--- config.mk ---
export PLATFORM = sky130hd
export DESIGN_NAME = mbus_seq
export DESIGN_NICKNAME = d
export VERILOG_FILES = /design/src/rtl/mbus_pkg.sv /design/src/rtl/mbus_issue_ctl.sv /design/src/rtl/mbus_hold_regs.sv /design/src/rtl/mbus_return.sv /design/src/rtl/mbus_seq.sv
export SDC_FILE = /design/constraint.sdc
export NUM_CORES = 1
export LEC_CHECK = 0
export ABC_CLOCK_PERIOD_IN_PS = 2200
export BUFFER_PORTS_ARGS = -buffer_cell sky130_fd_sc_hd__buf_4
export CORE_UTILIZATION = 51
export CTS_CLUSTER_SIZE = 12
export DETAILED_ROUTE_END_ITERATION = 16
export PLACE_DENSITY = 0.92
export SYNTH_ARGS = -nofsm -noshare
export SYNTH_HDL_FRONTEND = slang
export SYNTH_HIERARCHICAL = 1
export SYNTH_SLANG_ARGS = --single-unit
--- constraint.sdc ---
create_clock -name clk -period 2.2 [get_ports clk]
set_input_delay 0.22 -clock clk [delete_from_list [all_inputs] [get_ports clk]]
set_output_delay 0.22 -clock clk [all_outputs]
set_load 0.01 [all_outputs]
--- src/rtl/mbus_pkg.sv ---
package mbus_pkg;

    // Issue discipline selected per instance
    typedef enum logic {
        ISSUE_SPLIT   = 1'b0,
        ISSUE_OVERLAP = 1'b1
    } issue_mode_e;

    // Decide whether an offered request may start its access this cycle.
    // Overlapped issue may reuse the ready cycle of the running access;
    // split issue waits until nothing is outstanding.
    function automatic logic issue_ok(issue_mode_e mode, logic valid,
                                      logic busy, logic ready);
        logic slot_free;
        if (mode == ISSUE_OVERLAP)
            slot_free = !busy || ready;
        else
            slot_free = !busy;
        return valid && slot_free;
    endfunction

endpackage

--- src/rtl/mbus_issue_ctl.sv ---
module mbus_issue_ctl
    import mbus_pkg::*;
#(
    parameter issue_mode_e MODE = ISSUE_OVERLAP
) (
    input  logic clk,
    input  logic rst,
    input  logic req_valid,
    input  logic bus_ready,
    output logic issue,
    output logic busy,
    output logic fin
);

    logic busy_q;

    always_comb begin
        fin   = busy_q && bus_ready;
        issue = issue_ok(MODE, req_valid, busy_q, bus_ready);
    end

    always_ff @(posedge clk) begin
        if (rst)
            busy_q <= 1'b0;
        else if (issue)
            busy_q <= 1'b1;
        else if (fin)
            busy_q <= 1'b0;
    end

    assign busy = busy_q;

endmodule

--- src/rtl/mbus_hold_regs.sv ---
module mbus_hold_regs
    import mbus_pkg::*;
#(
    parameter int unsigned ADDR_W = 16,
    parameter int unsigned DATA_W = 32,
    parameter int unsigned TAG_W  = 4,
    parameter issue_mode_e MODE   = ISSUE_OVERLAP
) (
    input  logic              clk,
    input  logic              rst,
    input  logic              issue,
    input  logic              busy,
    input  logic              req_valid,
    input  logic              req_write,
    input  logic [ADDR_W-1:0] req_addr,
    input  logic [DATA_W-1:0] req_wdata,
    input  logic [TAG_W-1:0]  req_tag,
    output logic [ADDR_W-1:0] bus_addr,
    output logic              bus_rd,
    output logic              bus_wr,
    output logic [DATA_W-1:0] bus_wdata,
    output logic              cur_write,
    output logic [TAG_W-1:0]  cur_tag
);

    typedef struct packed {
        logic [ADDR_W-1:0] addr;
        logic              wr;
        logic [DATA_W-1:0] wdata;
        logic [TAG_W-1:0]  tag;
    } access_t;

    access_t cur_q;
    access_t incoming;

    always_comb begin
        incoming.addr  = req_addr;
        incoming.wr    = req_write;
        incoming.wdata = req_wdata;
        incoming.tag   = req_tag;
    end

    always_ff @(posedge clk) begin
        if (rst)
            cur_q <= '0;
        else if (issue)
            cur_q <= incoming;
    end

    // Address presentation depends on the issue discipline
    generate
        if (MODE == ISSUE_OVERLAP) begin : g_predrive
            assign bus_addr = req_valid ? req_addr : cur_q.addr;
        end else begin : g_hold_addr
            assign bus_addr = issue ? req_addr : cur_q.addr;
        end
    endgenerate

    // Levels and data follow the access that owns the bus this cycle
    always_comb begin
        if (issue) begin
            bus_wr    = req_write;
            bus_rd    = !req_write;
            bus_wdata = req_wdata;
        end else begin
            bus_wr    = busy && cur_q.wr;
            bus_rd    = busy && !cur_q.wr;
            bus_wdata = cur_q.wdata;
        end
    end

    assign cur_write = cur_q.wr;
    assign cur_tag   = cur_q.tag;

endmodule

--- src/rtl/mbus_return.sv ---
module mbus_return #(
    parameter int unsigned DATA_W = 32,
    parameter int unsigned TAG_W  = 4
) (
    input  logic              clk,
    input  logic              rst,
    input  logic              fin,
    input  logic              cur_write,
    input  logic [TAG_W-1:0]  cur_tag,
    input  logic [DATA_W-1:0] bus_rdata,
    output logic              done,
    output logic              done_write,
    output logic [TAG_W-1:0]  done_tag,
    output logic [DATA_W-1:0] done_rdata
);

    always_ff @(posedge clk) begin
        if (rst) begin
            done       <= 1'b0;
            done_write <= 1'b0;
            done_tag   <= '0;
            done_rdata <= '0;
        end else begin
            done <= fin;
            if (fin) begin
                done_write <= cur_write;
                done_tag   <= cur_tag;
                done_rdata <= cur_write ? '0 : bus_rdata;
            end
        end
    end

endmodule

--- src/rtl/mbus_seq.sv ---
module mbus_seq
    import mbus_pkg::*;
#(
    parameter int unsigned ADDR_W  = 16,
    parameter int unsigned DATA_W  = 32,
    parameter int unsigned TAG_W   = 4,
    parameter bit          OVERLAP = 1'b1
) (
    input  logic              clk,
    input  logic              rst,
    input  logic              req_valid,
    input  logic              req_write,
    input  logic [ADDR_W-1:0] req_addr,
    input  logic [DATA_W-1:0] req_wdata,
    input  logic [TAG_W-1:0]  req_tag,
    output logic              req_accept,
    output logic              bus_as,
    output logic [ADDR_W-1:0] bus_addr,
    output logic              bus_rd,
    output logic              bus_wr,
    output logic [DATA_W-1:0] bus_wdata,
    input  logic              bus_ready,
    input  logic [DATA_W-1:0] bus_rdata,
    output logic              done,
    output logic              done_write,
    output logic [TAG_W-1:0]  done_tag,
    output logic [DATA_W-1:0] done_rdata
);

    localparam issue_mode_e MODE = issue_mode_e'(OVERLAP);

    logic             issue_w;
    logic             busy_w;
    logic             fin_w;
    logic             cur_write_w;
    logic [TAG_W-1:0] cur_tag_w;

    mbus_issue_ctl #(
        .MODE (MODE)
    ) u_ctl (
        .clk       (clk),
        .rst       (rst),
        .req_valid (req_valid),
        .bus_ready (bus_ready),
        .issue     (issue_w),
        .busy      (busy_w),
        .fin       (fin_w)
    );

    mbus_hold_regs #(
        .ADDR_W (ADDR_W),
        .DATA_W (DATA_W),
        .TAG_W  (TAG_W),
        .MODE   (MODE)
    ) u_hold (
        .clk       (clk),
        .rst       (rst),
        .issue     (issue_w),
        .busy      (busy_w),
        .req_valid (req_valid),
        .req_write (req_write),
        .req_addr  (req_addr),
        .req_wdata (req_wdata),
        .req_tag   (req_tag),
        .bus_addr  (bus_addr),
        .bus_rd    (bus_rd),
        .bus_wr    (bus_wr),
        .bus_wdata (bus_wdata),
        .cur_write (cur_write_w),
        .cur_tag   (cur_tag_w)
    );

    mbus_return #(
        .DATA_W (DATA_W),
        .TAG_W  (TAG_W)
    ) u_ret (
        .clk        (clk),
        .rst        (rst),
        .fin        (fin_w),
        .cur_write  (cur_write_w),
        .cur_tag    (cur_tag_w),
        .bus_rdata  (bus_rdata),
        .done       (done),
        .done_write (done_write),
        .done_tag   (done_tag),
        .done_rdata (done_rdata)
    );

    assign bus_as     = issue_w;
    assign req_accept = issue_w;

endmodule

* Yosys cells after proc, flatten, opt, wreduce, memory -nomap -nowiden
Cells that the tools add are included.
** Cells by class
- Muxes and demuxes :: 7
- Reductions and logical operators :: 9
** Operator list (count)
- two-way mux 32 bit :: 2
- two-way mux 16 bit :: 1
- logical AND 1 bit :: 4
- two-way mux 1 bit :: 4
- zero test 1 bit :: 3
- nonzero test 2 bit :: 1
- logical OR 1 bit :: 1
** Storage, ports and cells
- Bits in registers :: 92
- Bits of input ports :: 89
- Logic and storage cells :: 25

* Depth between registers and ports, before layout
Gate-level depths: netlist of the first run.
- Depth after elaboration :: 4
- Gate-level depth with buffers :: 7

* Modules after synthesis
The synthesis of the first run kept the hierarchy.
** By module, submodules not included
- mbus_hold_regs :: cells each 199, area an instance 2289.7 um^2, instances 1, seq. area each 1061.0 um^2
- mbus_return :: cells each 160, area an instance 1589.0 um^2, instances 1, seq. area each 760.7 um^2
- mbus_issue_ctl :: cells each 6, area an instance 62.6 um^2, instances 1, seq. area each 20.0 um^2
- mbus_seq :: cells each 1, area an instance 7.5 um^2, instances 1, seq. area each 0.0 um^2

* Worst setup path before layout of the first run
No wires, ideal clock.
- Kind :: reg2out
- Start point :: reg u_ctl.busy_q (netlist: u_ctl/busy)
- End point :: out bus_wr
- Slack :: 660 ps
- Stages on the path, launching flop included :: 7
- Buffers on the path :: 2
- Data arrival time :: 1320 ps
- Required time :: 1980 ps
- Path through :: dfxtp_1 > nand2b_4 > and2_4 > buf_6 > buf_6 > nand2b_1 > o21ai_0
** On the way
- Cells in the longest elaborated chain, start to end :: 4
- Elaborated cells between the ends (all ways) :: 5
- Classes of those cells :: mux: 1; reduce/logical: 4
** RTL lines
- from (decl) :: RTL line mbus_issue_ctl.sv:15 : logic busy_q;
- from (signal assigned) :: RTL line mbus_issue_ctl.sv:24 : busy_q <= 1'b0;
- from (signal assigned) :: RTL line mbus_issue_ctl.sv:26 : busy_q <= 1'b1;
- from (signal assigned) :: RTL line mbus_issue_ctl.sv:28 : busy_q <= 1'b0;
- zero test 1 bit :: RTL line mbus_pkg.sv:16 : slot_free = !busy || ready;
- logical OR 1 bit :: RTL line mbus_pkg.sv:16
- logical AND 1 bit :: RTL line mbus_pkg.sv:19 : return valid && slot_free;
- named net bus_as :: RTL line mbus_seq.sv:17 : output logic bus_as,
- two-way mux 1 bit :: RTL line mbus_hold_regs.sv:61 : if (issue) begin
- to (decl) :: RTL line mbus_seq.sv:20 : output logic bus_wr,
The timed path passes the listed nets, and every way through them passes these cells.

* Final worst setup path of the first run
- Start point :: reg u_ctl.busy_q (netlist: u_ctl/busy)
- End point :: out bus_wdata[16]
** On the way
- Cells in the longest elaborated chain, start to end :: 4
** RTL lines
- zero test 1 bit :: RTL line mbus_pkg.sv:16
- logical OR 1 bit :: RTL line mbus_pkg.sv:16
- logical AND 1 bit :: RTL line mbus_pkg.sv:19
- two-way mux 32 bit :: RTL line mbus_hold_regs.sv:61
- to (decl) :: RTL line mbus_seq.sv:21 : output logic [DATA_W-1:0] bus_wdata,
Every way passes these cells.

==> out/results.txt, run 1 <==
run status - completed
WS Path Type - flop to primary output
number of distinct library cells after synthesis - 23
total grt overflow - 0
wl on met1 - 3.901 mm
met3 wire length - 694 um
Power Total - 3.574 mW
clk root buf - clkbuf_8
RSZ-0062 raised after global routing - false
DRT Pass-1 Iters - 4
final cycle utilization of the critical path - 0.9459
WL met2 - 4.379 mm
Synth Instances - 366
Resized cells post-CTS - 0
max layer used - met4
vias - 3,106
first-pass GRT wire length - 14.35 mm
Clock Pin Slew Worst Setup and Hold Paths - 0.09 ns
Die Area - 8098 um2
Required @ worst endpoint - 1.98 ns
worst-skew pair later-pin latency - 0.34 ns
Max Buffers Root-to-Sink - 2
Placeable Area - 7370 um2
FF+latch count, synth - 92
initial antenna violation count - 0
Starting Density - 0.5358
fraction of layout cells with a size suffix above 1 - 0.4792
CTS H-tree depth - 3
share of power burned in registers - 0.500
Routability Congestion - 0.7299
Syn. warnings - 6
sw power - 884.3 uW
minimum clock period - 2.081 ns
I/O pin count - 179
# rows - 31
P_int - 2.690 mW
Layout Skew - 0.007891 ns
Post-Place Worst Slack - 0.3606 ns
residual DRC count - 0
syn_area_per_cell - 10.79 um2
die width - 89.99 um
combinational power share - 0.193
Nets - 615
Port Buffers - 178
TritonCTS Sinks - 92
wire per inst - 14.44 um
final setup vio count - 0
all-layer global routing usage - 0.2185
most common cell after layout, fill and taps aside - buf_4
overall routed net length - 9.081 mm
Hold Path Class - input port to flop
Slew Viols, Final - 0
TritonCTS clock tree - yes
CP max FO - 39
CTS Buf Count - 9
synthesized cell area - 3949 um2
VDD IR max - 0.4081 mV
Worst setup EP type - primary output
commonest non-fill, non-tap cells in the layout - buf_4 (181), dfxtp_1 (92), mux2_2 (35)
Post-CTS Setup Bufs - 0
f_max - 480.5 MHz
Area Overhead vs Synth - 36.88%
crit start category - flop
Leakage - 2.428 nW
Rel. slew slack - 0.6335
antenna fix cells - 0
switching power share of the total - 0.2474
min setup slack post-route - 0.1190 ns
vias in the first global route - 3,006
Hold Slack - 0.1123 ns
Final Hold Viols - 0
largest net degree at the start of global routing - 93
final core utilization - 0.7334
DRT iter0 DRCs - 123
PwrDens - 661.2 nW/um2
post-detail-place hpwl - 6.466 mm
Detail Route Antenna Nets - 0
Slew @ Worst Pin - 0.5497 ns
Die H - 89.99 um
Via-to-Cell Ratio - 4.938
setup_tns - 0 ns
Clk pwr share - 0.307
cts hold-fix bufs - 0
maxcap violations - 0
post-synthesis sequential area ratio - 0.4664
arrival time of the worst setup path - 1.86 ns
Synth Net Count - 455
-- per-layer routing --
| metal | vias up | track usage |
|---|---|---|
| met3 | 12 | 0.05753 |
| met1 | 1424 | 0.2695 |
| li1 | 1532 | - |
| met5 | - | 0 |
| met4 | 0 | 0.07124 |
| met2 | 138 | 0.3712 |
-- logic make-up (layout without fill, tap and decap cells) --
logic type             Yosys count  in the layout  synth area share
and+or+nand+nor                128            128            0.2025
DFF                             92             92            0.4664
muxes                           73             73            0.2126
buffers and inverters           37            201           0.06907
AOI/OAI and AO/OA               36             36           0.04943
-- cell type report --
| class | instances | area (um2) |
|---|---|---|
| fill | 527 | 1964 |
| sequential | 92 | 1842 |
| multi-input combinational | 237 | 1834 |
| timing repair buffer | 183 | 1399 |
| clock buffer | 13 | 178.9 |
| tap | 99 | 123.9 |
| clock inverter | 2 | 16.27 |
| inverter | 3 | 11.26 |
-- synth_stat cells --
library cell  number  area [um2]
nand2b_1          31       193.9
dfxtp_1           92        1842
clkbuf_1           8       30.03
and2_2             1       7.510
mux2_4            13       195.2
o21ai_0            1       5.000
buf_6             12       135.1
nor2b_1           33       206.5
nand3b_1          32       240.2
nand2_1            1       3.750
a22o_1             1       8.760
mux2_2            35       394.1
buf_12             1       20.02
a21oi_1           31       155.2
inv_1              3       11.26
nor2_1            26       97.59
buf_2              7       35.03
buf_4              5       37.54
buf_1              1       3.750
nand2b_4           3       41.29
and2_4             1       8.760
a21oi_2            3       26.28
mux2i_1           25       250.2
-- metrics by stage --
| stage | instances | cell area [um2] |
|---|---|---|
| after floorplan | 366 | 3949 |
| after global placement | 614 | 5210 |
| after detailed placement | 614 | 5210 |
| after CTS | 629 | 5405 |
| after global routing | 629 | 5405 |
| final | 629 | 5405 |
-- worst max-delay path, stage by stage (launching register included) --
cell and delay [ns]:
dfxtp_1 0.36, nand2b_4 0.09, and2_4 0.49, mux2_2 0.41, buf_4 0.15
-- state kept, by name, summed over array words and instances (netlist names) --
signal            cells
u_ret/done            1
u_hold/cur_write      1
u_hold/cur_tag        4
u_ret/done_rdata     32
u_ctl/busy            1
u_ret/done_write      1
u_hold/cur_q         48
u_ret/done_tag        4
-- power groups by stage --
stage               clock network (mW)  logic (mW)  registers, mW
finish                            1.10       0.691           1.79
global route                      1.20       0.740           1.80
CTS                               1.12       0.696           1.79
detailed placement                   0       0.693           1.82
global placement                     0       0.673           1.82
floorplan                            0       0.380           1.83
-- worst paths after layout --
check / startpoint / endpoint / slack, ns / cells after the start
max reg2reg: u_ctl/busy / u_hold/cur_q[47] / 0.37 / 5
min reg2reg: u_ret/done_rdata[6] / u_ret/done_rdata[6] / 0.47 / 2
max: u_ctl/busy / bus_wdata[16] / 0.12 / 4
min: req_tag[1] / u_hold/cur_tag[1] / 0.11 / 3
(Power assumes the default switching activity.)
==> inputs of run 2 (changes only) <==
--- a/config.mk
+++ b/config.mk
@@ -10,6 +10,7 @@
 export CORE_UTILIZATION = 51
 export CTS_CLUSTER_SIZE = 12
 export DETAILED_ROUTE_END_ITERATION = 16
+export MAX_ROUTING_LAYER = met4
 export PLACE_DENSITY = 0.92
 export SYNTH_ARGS = -nofsm -noshare
 export SYNTH_HDL_FRONTEND = slang
==> run 2 against run 1 <==
Worst setup slack worse by 0.0029 ns. Worst hold slack gained 0.00057 ns. Largest cell class unchanged. Non-clock buffer count unchanged. Critical endpoint unchanged.
==> out/results.txt, run 2 (synthesis gave the netlist of run 1 again) <==
# rows - 31
slowest library cell on the worst path - and2_4
setup_tns - 0 ns
Required @ worst endpoint - 1.98 ns
Nets - 615
CTS H-tree depth - 3
overall routed net length - 9.083 mm
total grt overflow - 0
first-pass GRT wire length - 14.33 mm
VDD IR max - 0.4097 mV
final cycle utilization of the critical path - 0.9472
residual DRC count - 0
CP max FO - 39
post-detail-place hpwl - 6.466 mm
I/O pin count - 179
TritonCTS clock tree - yes
worst-skew pair later-pin latency - 0.34 ns
Placeable Area - 7370 um2
Top reg by flops - u_hold/cur_q
PwrDens - 660.8 nW/um2
Slew Viols, Final - 0
Worst setup EP type - primary output
wire per inst - 14.44 um
Starting Density - 0.5358
WS Path Type - flop to primary output
RSZ-0062 raised after global routing - false
largest net degree at the start of global routing - 93
Clock Pin Slew Worst Setup and Hold Paths - 0.09 ns
Slew @ Worst Pin - 0.5515 ns
final setup vio count - 0
Leakage - 2.428 nW
Final Hold Viols - 0
initial antenna violation count - 0
Post-CTS Setup Bufs - 0
clk root buf - clkbuf_8
TritonCTS Sinks - 92
Detail Route Antenna Nets - 0
Via-to-Cell Ratio - 4.928
minimum clock period - 2.084 ns
Die H - 89.99 um
maxcap violations - 0
Final Cell Area - 5405 um2
CTS Buf Count - 9
Layout Skew - 0.007176 ns
DRT iter0 DRCs - 117
Routability Congestion - 0.7387
vias - 3,100
DP Area - 5210 um2
Port Buffers - 178
cts hold-fix bufs - 0
most common cell after layout, fill and taps aside - buf_4
commonest non-fill, non-tap cells in the layout - buf_4 (181), dfxtp_1 (92), mux2_2 (35)
DRT Pass-1 Iters - 4
Hold Path Class - input port to flop
all-layer global routing usage - 0.2248
crit-path max cell delay - 0.49 ns
Max Buffers Root-to-Sink - 2
Die Area - 8098 um2
die width - 89.99 um
f_max - 479.9 MHz
Rel. slew slack - 0.6323
Area Overhead vs Synth - 36.88%
arrival time of the worst setup path - 1.86 ns
worst path cell trace - nand2b_4 > and2_4 > mux2_2 > buf_4
Resized cells post-CTS - 0
Largest regs - u_hold/cur_q: 48 flops, u_ret/done_rdata: 32 flops
Worst path top cell family by delay - simple AND/OR/NAND/NOR gates
max reg flops - 48
vias in the first global route - 3,002
Worst Path Buf+Inv - 1
crit start category - flop
run status - completed
antenna fix cells - 0
fraction of layout cells with a size suffix above 1 - 0.4792
run 2: path summary, 6_finish.rpt:
check                      start             endpoint  slack (ns)  depth (start not counted)
min reg2reg  u_ret/done_rdata[6]  u_ret/done_rdata[6]        0.47                          2
max reg2reg           u_ctl/busy     u_hold/cur_q[47]        0.37                          5
max                   u_ctl/busy        bus_wdata[16]        0.12                          4
min                   req_tag[1]    u_hold/cur_tag[1]        0.11                          3
run 2: metal layers:
layer  wire [um]  global-route usage
met3         578             0.04315
met2        4396              0.3692
met1        4002              0.2801
met5           0                   -
met4         106             0.07124
run 2: cell type report:
| class | instances | area [um2] |
|---|---|---|
| Inverter | 3 | 11.26 |
| Clock buffer | 13 | 178.9 |
| Clock inverter | 2 | 16.27 |
| Timing Repair Buffer | 183 | 1399 |
| Sequential cell | 92 | 1842 |
| Tap cell | 99 | 123.9 |
| Fill cell | 527 | 1964 |
| Multi-Input combinational cell | 237 | 1834 |
run 2: metrics by stage:
stage	hold WS [ns]	cells	setup slack, ns	power, mW	util
finish	0.1129	629	0.1161	3.572	0.7334
global route	0.1058	629	0.005165	3.732	0.7334
CTS	0.09428	629	0.08242	3.604	0.7334
detailed placement	0.4619	614	0.3606	2.517	0.7070
global placement	0.4536	614	0.4481	2.493	0.7070
floorplan	0.2824	366	0.6604	2.206	-
run 2: worst min-delay path, cell delays in order:
cell	delay, ns
buf_4	0.08
mux2i_1	0.05
nor2_1	0.07
run 2: report_power, final:
group	switching (mW)	total [mW]	internal, mW
Clock	0.562	1.10	0.534
Sequential	0.0370	1.79	1.75
Combinational	0.284	0.691	0.407
==> inputs of run 3 (changes only) <==
--- a/config.mk
+++ b/config.mk
@@ -5,13 +5,14 @@
 export SDC_FILE = /design/constraint.sdc
 export NUM_CORES = 1
 export LEC_CHECK = 0
+export ABC_AREA = 1
 export ABC_CLOCK_PERIOD_IN_PS = 2200
 export BUFFER_PORTS_ARGS = -buffer_cell sky130_fd_sc_hd__buf_4
-export CORE_UTILIZATION = 51
+export CORE_UTILIZATION = 50
 export CTS_CLUSTER_SIZE = 12
 export DETAILED_ROUTE_END_ITERATION = 16
 export MAX_ROUTING_LAYER = met4
-export PLACE_DENSITY = 0.92
+export PLACE_DENSITY = 0.91
 export SYNTH_ARGS = -nofsm -noshare
 export SYNTH_HDL_FRONTEND = slang
 export SYNTH_HIERARCHICAL = 1
==> run 3 against run 2 <==
Synthesized area down 3.2%. Cell count grew 20%. Largest cell class unchanged. Maximum frequency increased by 13%. Via count up 22%. Flip-flop and latch count is the same. Clock skew up 0.0023 ns.
==> out/results.txt, run 3 <==
worst hold path stage count - 3
reg2reg start - u_ctl/busy
Largest regs - u_hold/cur_q: 48 flops, u_ret/done_rdata: 32 flops
WS Path Type - flop to primary output
Max Buffers Root-to-Sink - 2
TritonCTS Sinks - 92
Area contributors post-synth - dfxtp_1 (48%), nand2_1 (15%), a21oi_1 (8.0%), o21ai_0 (4.7%), nor2_1 (4.2%)
Clock Pin Slew Worst Setup and Hold Paths - 0.09 ns
Worst setup EP type - primary output
leading register cell type out of synthesis - dfxtp_1
DRT Pass-1 Iters - 6
switching power share of the total - 0.2727
RSZ-0062 raised after global routing - false
Top reg by flops - u_hold/cur_q
Async SR Flop Fraction - 0
run status - completed
f_max - 540.6 MHz
Nets - 740
Synth Net Count - 588
syn_area_per_cell - 7.658 um2
vias - 3,777
overall routed net length - 9.372 mm
Synth Instances - 499
Via-to-Cell Ratio - 5.003
Port Buffers - 178
number of distinct library cells after synthesis - 17
maxcap violations - 0
Rel. slew slack - 0.5977
Required @ worst endpoint - 1.98 ns
Post-Layout Cell Count - 755
Routability Congestion - 0.8023
first-pass GRT wire length - 14.03 mm
Final Cell Area - 5170 um2
FF+latch count, synth - 92
TritonCTS clock tree - yes
Detail Route Antenna Nets - 0
post-detail-place hpwl - 6.549 mm
most common cell after layout, fill and taps aside - buf_4
slowest library cell on the worst path - dfxtp_1
vias in the first global route - 3,229
hold path startpoint - req_tag[3]
post-synthesis sequential area ratio - 0.4820
Hold Path Class - input port to flop
clk root buf - clkbuf_8
total grt overflow - 0
top cell type's share of synthesized area - 0.4820
sw power - 939.5 uW
CP max FO - 56
combinational power share - 0.185
final setup vio count - 0
Power Total - 3.445 mW
dpl cells - 739
Resized cells post-CTS - 0
min setup slack post-route - 0.3503 ns
crit start category - flop
Worst Reg-to-Reg Cells - 5
Worst Hold Path EP - u_hold/cur_tag[3]
P_int - 2.505 mW
Top cell by count, worst path - nand2_1
share of power burned in registers - 0.520
Starting Density - 0.5212
antenna fix cells - 0
cts hold-fix bufs - 0
max reg flops - 48
DP Area - 4991 um2
arrival time of the worst setup path - 1.63 ns
I/O pin count - 179
all-layer global routing usage - 0.2349
largest net degree at the start of global routing - 57
most instantiated cells after synthesis - nand2_1 (155), dfxtp_1 (92), a21oi_1 (61), nor2_1 (43), o21ai_0 (36)
die width - 89.42 um
leading area contributor after synthesis - dfxtp_1
Slew @ Worst Pin - 0.6025 ns
residual DRC count - 0
CTS Buf Count - 9
Post-synth EDFFs - 0
FF-to-FF End - u_ret/done_rdata[3]
worst-skew pair later-pin latency - 0.35 ns
final cycle utilization of the critical path - 0.8408
Worst path top cell family by delay - buffers and inverters
commonest non-fill, non-tap cells in the layout - buf_4 (180), nand2_1 (155), dfxtp_1 (92)
crit-path max cell delay - 0.37 ns
r2r setup slk - 0.76 ns
VDD IR max - 0.4222 mV
Die Area - 7996 um2
Clk pwr share - 0.296
Leakage - 2.445 nW
# rows - 31
Layout Skew - 0.009490 ns
wire per inst - 12.41 um
PwrDens - 666.3 nW/um2
Syn. warnings - 6
synthesized cell area - 3821 um2
setup_tns - 0 ns
Placeable Area - 7331 um2
Post-CTS Setup Bufs - 0
Slew Viols, Final - 0
initial antenna violation count - 0
count leader, synth - nand2_1
worst path cell trace - a21oi_4 > buf_12 > nand2_1 > nand2_1 > nor2_1 > buf_4
Final Hold Viols - 0
minimum clock period - 1.850 ns
Die H - 89.42 um
CTS H-tree depth - 3
fraction of layout cells with a size suffix above 1 - 0.3384
Worst Path Buf+Inv - 2
DRT iter0 DRCs - 147
Area Overhead vs Synth - 35.30%
Post-Place Worst Slack - 0.4607 ns
-- run 3: cell types whose count changed in the layout (fill, tap and decap cells not counted), sizes merged, moves of 25 or more --
cell and delta:
mux2 -48, nand3b -32, nand2 +159, nand3 +33
a21oi +38, o21ai +35, mux2i -25, nor2b -33
nand2b -34
-- run 3: logic make-up (layout without fill, tap and decap cells) --
family	after synthesis	count (layout)	synth area share
buf+inv	63	220	0.1120
simple gates	236	236	0.2538
flops	92	92	0.4820
compound gates	108	108	0.1523
-- run 3: power by group through the flow --
| stage | logic, mW | clock network, mW | registers, mW |
|---|---|---|---|
| detailed placement | 0.637 | 0 | 1.83 |
| floorplan | 0.342 | 0 | 1.83 |
| global route | 0.703 | 1.13 | 1.80 |
| global placement | 0.623 | 0 | 1.83 |
| finish | 0.636 | 1.02 | 1.79 |
| CTS | 0.640 | 1.05 | 1.79 |
-- run 3: metrics by stage --
stage,utilization,hold WS (ns)
after global placement,0.6808,0.4459
final,0.7052,0.09552
after global routing,0.7052,0.08537
after detailed placement,0.6808,0.4556
after CTS,0.7052,0.08246
after floorplan,-,0.2824
-- run 3: metal layers --
metal / wire (um) / GRT usage / vias to the layer above
met3: 815 / 0.06094 / 14
met2: 4615 / 0.4247 / 149
met5: 0 / - / -
met4: 127 / 0.07937 / 0
li1: - / - / 1895
met1: 3813 / 0.2478 / 1719
-- run 3: cell type report --
| type | instances | area (um2) |
|---|---|---|
| Clock buffer | 11 | 141.4 |
| Clock inverter | 5 | 37.54 |
| Fill cell | 608 | 2161 |
| Inverter | 23 | 91.34 |
| Multi-Input combinational cell | 344 | 1563 |
| Sequential cell | 92 | 1842 |
| Tap cell | 99 | 123.9 |
| Timing Repair Buffer | 181 | 1371 |
-- run 3: worst max path at each step --
| stage | startpoint | end | cells past startpoint |
|---|---|---|---|
| floorplan | u_ctl/busy | bus_rd | 5 |
| global placement | req_valid | bus_rd | 8 |
| detailed placement | req_valid | bus_rd | 8 |
| CTS | u_ctl/busy | bus_rd | 6 |
| global route | u_ctl/busy | bus_rd | 6 |
| finish | u_ctl/busy | bus_rd | 6 |
-- run 3: worst min-delay path, cell delays in order --
cell	delay (ns)
buf_4	0.08
nor2_1	0.03
nor2_1	0.08
